==> src/rtl/pit_pkg.sv <==
package pit_pkg;
  localparam int unsigned EN_BIT  = 24;
  localparam int unsigned IEN_BIT = 25;
  localparam int unsigned DATA_W  = 32;

  typedef enum logic [1:0] {
    REG_MODE     = 2'd0,
    REG_STATUS   = 2'd1,
    REG_VAL_ACK  = 2'd2,
    REG_VAL_PEEK = 2'd3
  } pit_reg_e;
endpackage

==> src/rtl/pit_prescaler.sv <==
module pit_prescaler #(
  parameter int unsigned DIV = 16
) (
  input  logic clk_i,
  input  logic rst_ni,
  input  logic run_i,
  output logic tick_o
);
  localparam int unsigned PS_W = (DIV > 1) ? $clog2(DIV) : 1;

  generate
    if (DIV <= 1) begin : g_bypass
      assign tick_o = run_i;
    end else begin : g_div
      logic [PS_W-1:0] cnt_q;
      always_ff @(posedge clk_i or negedge rst_ni) begin
        if (!rst_ni)                        cnt_q <= '0;
        else if (!run_i)                    cnt_q <= '0;  // fresh phase on restart
        else if (cnt_q == PS_W'(DIV - 1))   cnt_q <= '0;
        else                                cnt_q <= cnt_q + 1'b1;
      end
      assign tick_o = run_i && (cnt_q == PS_W'(DIV - 1));
    end
  endgenerate
endmodule

==> src/rtl/pit_period_ctr.sv <==
module pit_period_ctr #(
  parameter int unsigned PIV_W = 20
) (
  input  logic             clk_i,
  input  logic             rst_ni,
  input  logic             tick_i,
  input  logic             en_i,
  input  logic [PIV_W-1:0] period_i,
  output logic [PIV_W-1:0] cur_o,
  output logic             run_o,
  output logic             wrap_o
);
  logic [PIV_W-1:0] cur_q;

  // keeps running after disable until count is back at zero
  assign run_o  = en_i || (cur_q != '0);
  assign wrap_o = tick_i && (cur_q >= period_i);

  always_ff @(posedge clk_i or negedge rst_ni) begin
    if (!rst_ni)      cur_q <= '0;
    else if (tick_i)  cur_q <= wrap_o ? '0 : cur_q + 1'b1;
  end

  assign cur_o = cur_q;
endmodule

==> src/rtl/pit_ovf_ctr.sv <==
module pit_ovf_ctr #(
  parameter int unsigned CNT_W = 12
) (
  input  logic             clk_i,
  input  logic             rst_ni,
  input  logic             wrap_i,
  input  logic             ack_i,
  output logic [CNT_W-1:0] cnt_o,
  output logic             status_o
);
  localparam logic [CNT_W-1:0] CNT_MAX = {CNT_W{1'b1}};

  logic [CNT_W-1:0] cnt_q;
  logic             status_q;

  always_ff @(posedge clk_i or negedge rst_ni) begin
    if (!rst_ni) begin
      cnt_q    <= '0;
      status_q <= 1'b0;
    end else if (ack_i) begin
      // a period finishing on the ack edge survives the clear
      cnt_q    <= wrap_i ? CNT_W'(1) : '0;
      status_q <= wrap_i;
    end else if (wrap_i) begin
      status_q <= 1'b1;
      if (cnt_q != CNT_MAX) cnt_q <= cnt_q + 1'b1;
    end
  end

  assign cnt_o    = cnt_q;
  assign status_o = status_q;
endmodule

==> src/rtl/pit_timer.sv <==
module pit_timer
  import pit_pkg::*;
#(
  parameter int unsigned PIV_W = 20,
  parameter int unsigned CNT_W = 12,
  parameter int unsigned DIV   = 16
) (
  input  logic        clk_i,
  input  logic        rst_ni,
  input  logic        rd_i,
  input  logic        wr_i,
  input  logic [1:0]  addr_i,
  input  logic [31:0] wdata_i,
  output logic [31:0] rdata_o,
  output logic        irq_o
);
  localparam int unsigned CNT_LSB = DATA_W - CNT_W;

  logic [PIV_W-1:0] piv_q;
  logic             en_q, ien_q;
  logic             mode_wr, ack;
  logic             tick, run, wrap, status;
  logic [PIV_W-1:0] cur;
  logic [CNT_W-1:0] cnt;
  logic [31:0]      mode_word, value_word;
  logic             unused_wdata;

  assign mode_wr      = wr_i && (addr_i == REG_MODE);
  assign ack          = rd_i && (addr_i == REG_VAL_ACK);
  assign unused_wdata = ^{wdata_i[31:IEN_BIT+1], wdata_i[EN_BIT-1:PIV_W]};

  always_ff @(posedge clk_i or negedge rst_ni) begin
    if (!rst_ni) begin
      piv_q <= '0;
      en_q  <= 1'b0;
      ien_q <= 1'b0;
    end else if (mode_wr) begin
      piv_q <= wdata_i[PIV_W-1:0];
      en_q  <= wdata_i[EN_BIT];
      ien_q <= wdata_i[IEN_BIT];
    end
  end

  pit_prescaler #(.DIV(DIV)) u_presc (
    .clk_i  (clk_i),
    .rst_ni (rst_ni),
    .run_i  (run),
    .tick_o (tick)
  );

  pit_period_ctr #(.PIV_W(PIV_W)) u_period (
    .clk_i    (clk_i),
    .rst_ni   (rst_ni),
    .tick_i   (tick),
    .en_i     (en_q),
    .period_i (piv_q),
    .cur_o    (cur),
    .run_o    (run),
    .wrap_o   (wrap)
  );

  pit_ovf_ctr #(.CNT_W(CNT_W)) u_ovf (
    .clk_i    (clk_i),
    .rst_ni   (rst_ni),
    .wrap_i   (wrap),
    .ack_i    (ack),
    .cnt_o    (cnt),
    .status_o (status)
  );

  always_comb begin
    mode_word              = '0;
    mode_word[PIV_W-1:0]   = piv_q;
    mode_word[EN_BIT]      = en_q;
    mode_word[IEN_BIT]     = ien_q;
    value_word             = '0;
    value_word[PIV_W-1:0]  = cur;
    value_word[31:CNT_LSB] = cnt;
  end

  always_comb begin
    unique case (pit_reg_e'(addr_i))
      REG_MODE:   rdata_o = mode_word;
      REG_STATUS: rdata_o = {31'd0, status};
      default:    rdata_o = value_word;
    endcase
  end

  assign irq_o = status && ien_q;
endmodule

==> config.mk <==
export PLATFORM = sky130hd
export DESIGN_NAME = pit_timer
export DESIGN_NICKNAME = d
export VERILOG_FILES = /design/src/rtl/pit_pkg.sv /design/src/rtl/pit_prescaler.sv /design/src/rtl/pit_period_ctr.sv /design/src/rtl/pit_ovf_ctr.sv /design/src/rtl/pit_timer.sv
export SDC_FILE = /design/constraint.sdc
export NUM_CORES = 1
export LEC_CHECK = 0
export ABC_AREA = 1
export BUFFER_PORTS_ARGS = -buffer_cell sky130_fd_sc_hd__clkbuf_2
export CORE_MARGIN = 2
export CORE_UTILIZATION = 49
export DETAILED_ROUTE_END_ITERATION = 10
export GPL_TIMING_DRIVEN = 0
export HOLD_SLACK_MARGIN = 0.12
export PLACE_DENSITY = 0.78
export SYNTH_ARGS = -nofsm -noshare
export SYNTH_HDL_FRONTEND = slang
export SYNTH_HIERARCHICAL = 1
export SYNTH_SLANG_ARGS = --single-unit
==> constraint.sdc <==
create_clock -name clk_i -period 2.5 [get_ports clk_i]
set_input_delay 0.5 -clock clk_i [delete_from_list [all_inputs] [get_ports clk_i]]
set_output_delay 0.5 -clock clk_i [all_outputs]
set_load 0.01 [all_outputs]
==> results.toml, run 1 <==
[outcome]
status = "completed"

[placed_design]
dpl.hpwl_um = 7490
place_area_sq_um = 4560
numPortBuffers = 59
post-place-ws_ns = -0.567
place_congestion = 0.924

[sta]
period_share = 0.957
hold_violations = 0
whs_ns = 0.244
maxSlewViolCount = 0
setup_slack_ns = 0.106
worst_slew_pin_slew_ns = 0.822
relSlewSlack = 0.452
fin_skew_ns = 0.0101
max_freq_mhz = 418
setup_violations = 0
min_period_ns = 2.39

[cts]
numCtsBuffers = 9
cts_root_buffer = "clkbuf_8"
clk_pin_slew_ns = 0.07
clock_sinks = 59
insertion_delay_ns = 0.35
cts_buffer_depth = 2
htreeDepth = 3
cts_tree = "yes"
cts_hold_buf = 0

[critical_path]
crit_type = "flop to flop"
cp.required_ns = 2.74
rrSetupSlack_ns = 0.11
endpoint_kind = "flop"
start_kind = "flop"
crit_arrival_ns = 2.63
crit_fanout = 8

[global_route]
grt_pass1_vias = 3783
antenna_found_initial = 0
grt_max_degree = 60
grt_usage = 0.244
grt.overflow.total = 0
grt_pass1_wl_um = 17400

[detailed_routing]
vias = 4085
met3WireLength_um = 550
wl_met2_um = 4980
first_pass_iters = 5
antenna_left = 0
via_per_inst = 5.14
wl_per_cell_um = 13.1
routed.top_layer = "met4"
met1_length_um = 4710
routed_wl_um = 10400
drt_iter0_markers = 300
drc = 0

[die]
std_cell_rows = 33
die-area_sq_um = 9180
core_sq_um = 8180
start_util = 0.506
die_h_um = 95.8
ioPinCount = 71
die_w_um = 95.8

[yosys]
ys_seq_elements = 59
synth_most_common_cell = "nand2_1"
synthCells = 603
synth-edff-count = 0
ys_seq_area_frac = 0.357
yosys.area.top_type = "dfrtp_1"
netlist_area_sq_um = 4130
synthDistinctLibCells = 37
syn_nets = 665
avgSynthCellArea_sq_um = 6.85
synth_area_leaders = "dfrtp_1 (36%), nand2_1 (21%), inv_1 (7.7%)"
synth_top_area_frac = 0.357
synth_async_sr_flop_share = 1.00
yosysWarnings = 6
synth_common_cells = "nand2_1 (234), inv_1 (85), dfrtp_1 (59)"
synth_flop_cell = "dfrtp_1"

[cells_and_area]
nFillCells = 748
final_nets = 746
fin_area_sq_um = 4980
multi_input_area_sq_um = 2280
drive_gt1_frac = 0.224
n_antenna_cell = 0
area_growth_pct = 20.5
seqCellArea_sq_um = 1490

[power]
total_power_mw = 2.56
power_density_nw_per_um2 = 515
p_leak_nw = 2.79
ir_drop_v = 0.000260

[worst_hold_path]
hp-class = "input pin to async pin"

[flow_run]
max_cap_violations = 0
repair_timing:
action | 4_1_cts | 5_1_grt
buffers inserted | 4 | 7
pin swaps | 1 | 12
resized for setup | 8 | 20
setup endpoints to repair | 17 | 15
cloned | 0 | 0
final cells by class:
cell class | count | area share
Clock buffer | 11 | 0.0284
Multi-Input combinational cell | 438 | 0.458
Timing Repair Buffer | 70 | 0.0764
Tap cell | 105 | 0.0264
Sequential cell | 59 | 0.298
Inverter | 91 | 0.0686
Clock inverter | 5 | 0.0201
Buffer | 15 | 0.0244
cells in the final DEF (no fill, tap or decap), types with 5 or more instances in the layout:
cell type / instances
nand3_1: 44
inv_2: 9
buf_4: 15
clkbuf_8: 10
dfrtp_2: 7
o21ai_2: 5
nand2_2: 8
inv_1: 81
nand2_4: 5
nor2_2: 7
nor2_1: 53
nand2_1: 231
o21ai_0: 7
nand4_1: 12
xor2_1: 8
clkbuf_2: 58
a21oi_1: 5
dfrtp_1: 52
ha_1: 22
nor2_4: 7
power by group:
group / internal [mW] / leakage, nW / switching (mW) / total (mW)
clock network: 0.687 / 0.123 / 0.396 / 1.08
logic: 0.151 / 1.89 / 0.238 / 0.389
registers: 1.02 / 0.774 / 0.0677 / 1.09
total: 1.86 / 2.79 / 0.702 / 2.56
path summary, 6_finish.rpt:
path                                           to  depth (start not counted)              startpoint
setup reg to reg                  u_ovf/cnt_o[10]                         17               piv_q[19]
hold / removal                          piv_q[10]                          1                  rst_ni
setup / recovery                  u_ovf/cnt_o[10]                         17               piv_q[19]
min in group clk_i                       piv_q[3]                          3              wdata_i[3]
hold reg to reg            u_presc/g_div.cnt_q[0]                          1  u_presc/g_div.cnt_q[0]
max in group asynchronous       u_period/cur_o[1]                          1                  rst_ni
critical path, cell delays in order (launching register included):
cell	delay [ns]
dfrtp_1	0.39
inv_1	0.06
ha_1	0.32
nand2_2	0.07
inv_2	0.05
nand2_2	0.08
nor2_4	0.12
and3_4	0.20
nand2_4	0.08
a21oi_4	0.18
buf_6	0.13
inv_2	0.05
nand2_4	0.09
inv_2	0.05
nor2_4	0.22
nand2_1	0.09
nand2_1	0.07
inv_1	0.03
logic make-up after synthesis:
group	Yosys count	synth area share
fa+ha+maj	24	0.0727
simple gates	377	0.392
buf+inv	106	0.112
flops	59	0.357
compound gates	26	0.0424
xor+xnor	11	0.0233
per-stage QoR:
| stage | TNS, ns | std cells | utilization |
|---|---|---|---|
| after detailed placement | -5.73 | 767 | 0.558 |
| after CTS | 0 | 787 | 0.594 |
| after global placement | -4.93 | 767 | 0.558 |
| after global routing | -0.0556 | 794 | 0.609 |
| final | 0 | 794 | 0.609 |
| after floorplan | 0 | 603 | - |
sequential cells by signal, summed over array words and instances, names as in the netlist:
register,cells
u_ovf/status_o,1
piv_q,20
ien_q,1
u_period/cur_o,20
u_presc/g_div.cnt_q,4
u_ovf/cnt_o,12
en_q,1
per-layer routing:
layer | track usage | vias up
li1 | - | 2018
met4 | 0.0905 | 0
met1 | 0.314 | 1910
met5 | 0 | -
met2 | 0.418 | 134
met3 | 0.0329 | 23
Note: power is estimated with default switching activity, not from simulation.
==> inputs of run 2 (changes only) <==
CORE_UTILIZATION = 35   (was 49)
PLACE_DENSITY = unset   (was 0.78)
PLACE_DENSITY_LB_ADDON = 0.05   (was unset)
==> results.toml, run 2 (synthesized netlist as in run 1, its figures left out) <==
[die]
die_h_um = 113
start_util = 0.360
core_sq_um = 11500
std_cell_rows = 39
ioPinCount = 71
die_w_um = 113
die-area_sq_um = 12700

[global_route]
grt_pass1_wl_um = 17700
grt.overflow.total = 0
antenna_found_initial = 0
grt_pass1_vias = 3675
grt_max_degree = 60
grt_usage = 0.177

[cts]
cts_root_buffer = "clkbuf_16"
clock_sinks = 59
htreeDepth = 3
numCtsBuffers = 9
insertion_delay_ns = 0.33
clk_pin_slew_ns = 0.05
cts_buffer_depth = 2
cts_tree = "yes"

[cells_and_area]
final_cell_mix = "nand2_1 (231), inv_1 (82), clkbuf_2 (58)"
final_core_util = 0.443
nFillCells = 1229
mostFrequentLayoutCell = "nand2_1"
drive_gt1_frac = 0.227
area_growth_pct = 22.9
final_nets = 750
layout.cells.non_filler = 835
fin_area_sq_um = 5080
n_antenna_cell = 0

[detailed_routing]
drc = 0
vias = 3886
via_per_inst = 4.65
antenna_left = 0
first_pass_iters = 4
drt_iter0_markers = 178
wl_per_cell_um = 12.8
routed_wl_um = 10700

[placed_design]
post-place-ws_ns = -0.674
dp.cells = 805
place_congestion = 0.857
dpl.hpwl_um = 8080
place_area_sq_um = 4610
numPortBuffers = 59

[critical_path]
crit_type = "flop to flop"
crit_arrival_ns = 2.56
critPathLaunch = "piv_q[15]"
regToRegStartpoint = "piv_q[15]"
cp.required_ns = 2.73
timing.rr.end = "u_ovf/cnt_o[11]"
reg2regPathDepth = 17
endpoint = "u_ovf/cnt_o[11]"
rrSetupSlack_ns = 0.17
crit_fanout = 8
start_kind = "flop"
endpoint_kind = "flop"

[power]
p_leak_nw = 2.84
pwr-share-seq = 0.414
internal_power_mw = 1.91
ir_drop_v = 0.000304
comb_power_share = 0.142
p_switching_mw = 0.720
power.share.clock = 0.444
power_density_nw_per_um2 = 518
p_sw_frac = 0.273
total_power_mw = 2.63

[sta]
tns_ns = 0
relSlewSlack = 0.431
worst_slew_pin_slew_ns = 0.854
max_freq_mhz = 430
min_period_ns = 2.33
whs_ns = 0.293
period_share = 0.930
setup_violations = 0
maxSlewViolCount = 0
rsz0062_at_grt = "false"
fin_skew_ns = 0.00517
hold_violations = 0
setup_slack_ns = 0.174

[outcome]
status = "completed"

[flow_run]
max_cap_violations = 0

[worst_hold_path]
hp-class = "input pin to async pin"
run 2: power groups by stage:
| stage | Sequential (mW) | Clock (mW) | Combinational [mW] |
|---|---|---|---|
| global route | 1.10 | 1.26 | 0.437 |
| detailed placement | 1.11 | 0 | 0.356 |
| finish | 1.09 | 1.17 | 0.374 |
| floorplan | 1.09 | 0 | 0.237 |
| global placement | 1.11 | 0 | 0.350 |
| CTS | 1.09 | 1.20 | 0.364 |
run 2: worst min-delay path by stage:
stage	start	to	slack [ns]	cells after the start
floorplan	rst_ni	en_q	0.20	0
global placement	u_presc/g_div.cnt_q[0]	u_presc/g_div.cnt_q[0]	0.48	1
detailed placement	u_presc/g_div.cnt_q[0]	u_presc/g_div.cnt_q[0]	0.48	1
CTS	rst_ni	piv_q[10]	0.33	1
global route	rst_ni	piv_q[10]	0.37	1
finish	rst_ni	piv_q[10]	0.29	1
run 2: worst max-delay path: stages (launching register included):
cell and delay, ns:
dfrtp_1 0.37, inv_1 0.06, ha_1 0.29, nand2_1 0.05
inv_1 0.06, nand2_1 0.08, nor2_4 0.14, and3_4 0.20
nand2_4 0.07, a21oi_4 0.16, buf_6 0.12, inv_2 0.05
nand2_4 0.09, inv_1 0.08, nor2_4 0.21, nand2_1 0.08
nand2_1 0.07, inv_1 0.03
run 2: area by class of cell:
class / count / area [sq um] / share of cell area
Tap cell: 143 / 179 / 0.0352
Timing Repair Buffer: 74 / 410 / 0.0808
Sequential cell: 59 / 1490 / 0.293
Multi-Input combinational cell: 438 / 2260 / 0.444
Inverter: 91 / 344 / 0.0677
Clock inverter: 2 / 10.0 / 0.00197
Clock buffer: 13 / 270 / 0.0532
Buffer: 15 / 121 / 0.0239
run 2: routing by layer:
layer	global-route usage	vias to the layer above	part of all wire	wire, um
li1	-	2037	-	-
met1	0.243	1770	0.50	5340
met2	0.274	69	0.45	4760
met3	0.0356	10	0.037	396
met4	0.0691	0	0.015	163
met5	0	-	0	0
run 2: repair_timing:
action,CTS,global route
hold buffers,0,0
buffers inserted,5,10
resized for setup,10,19
pin swaps,2,7
endpoints found under the setup margin,23,17
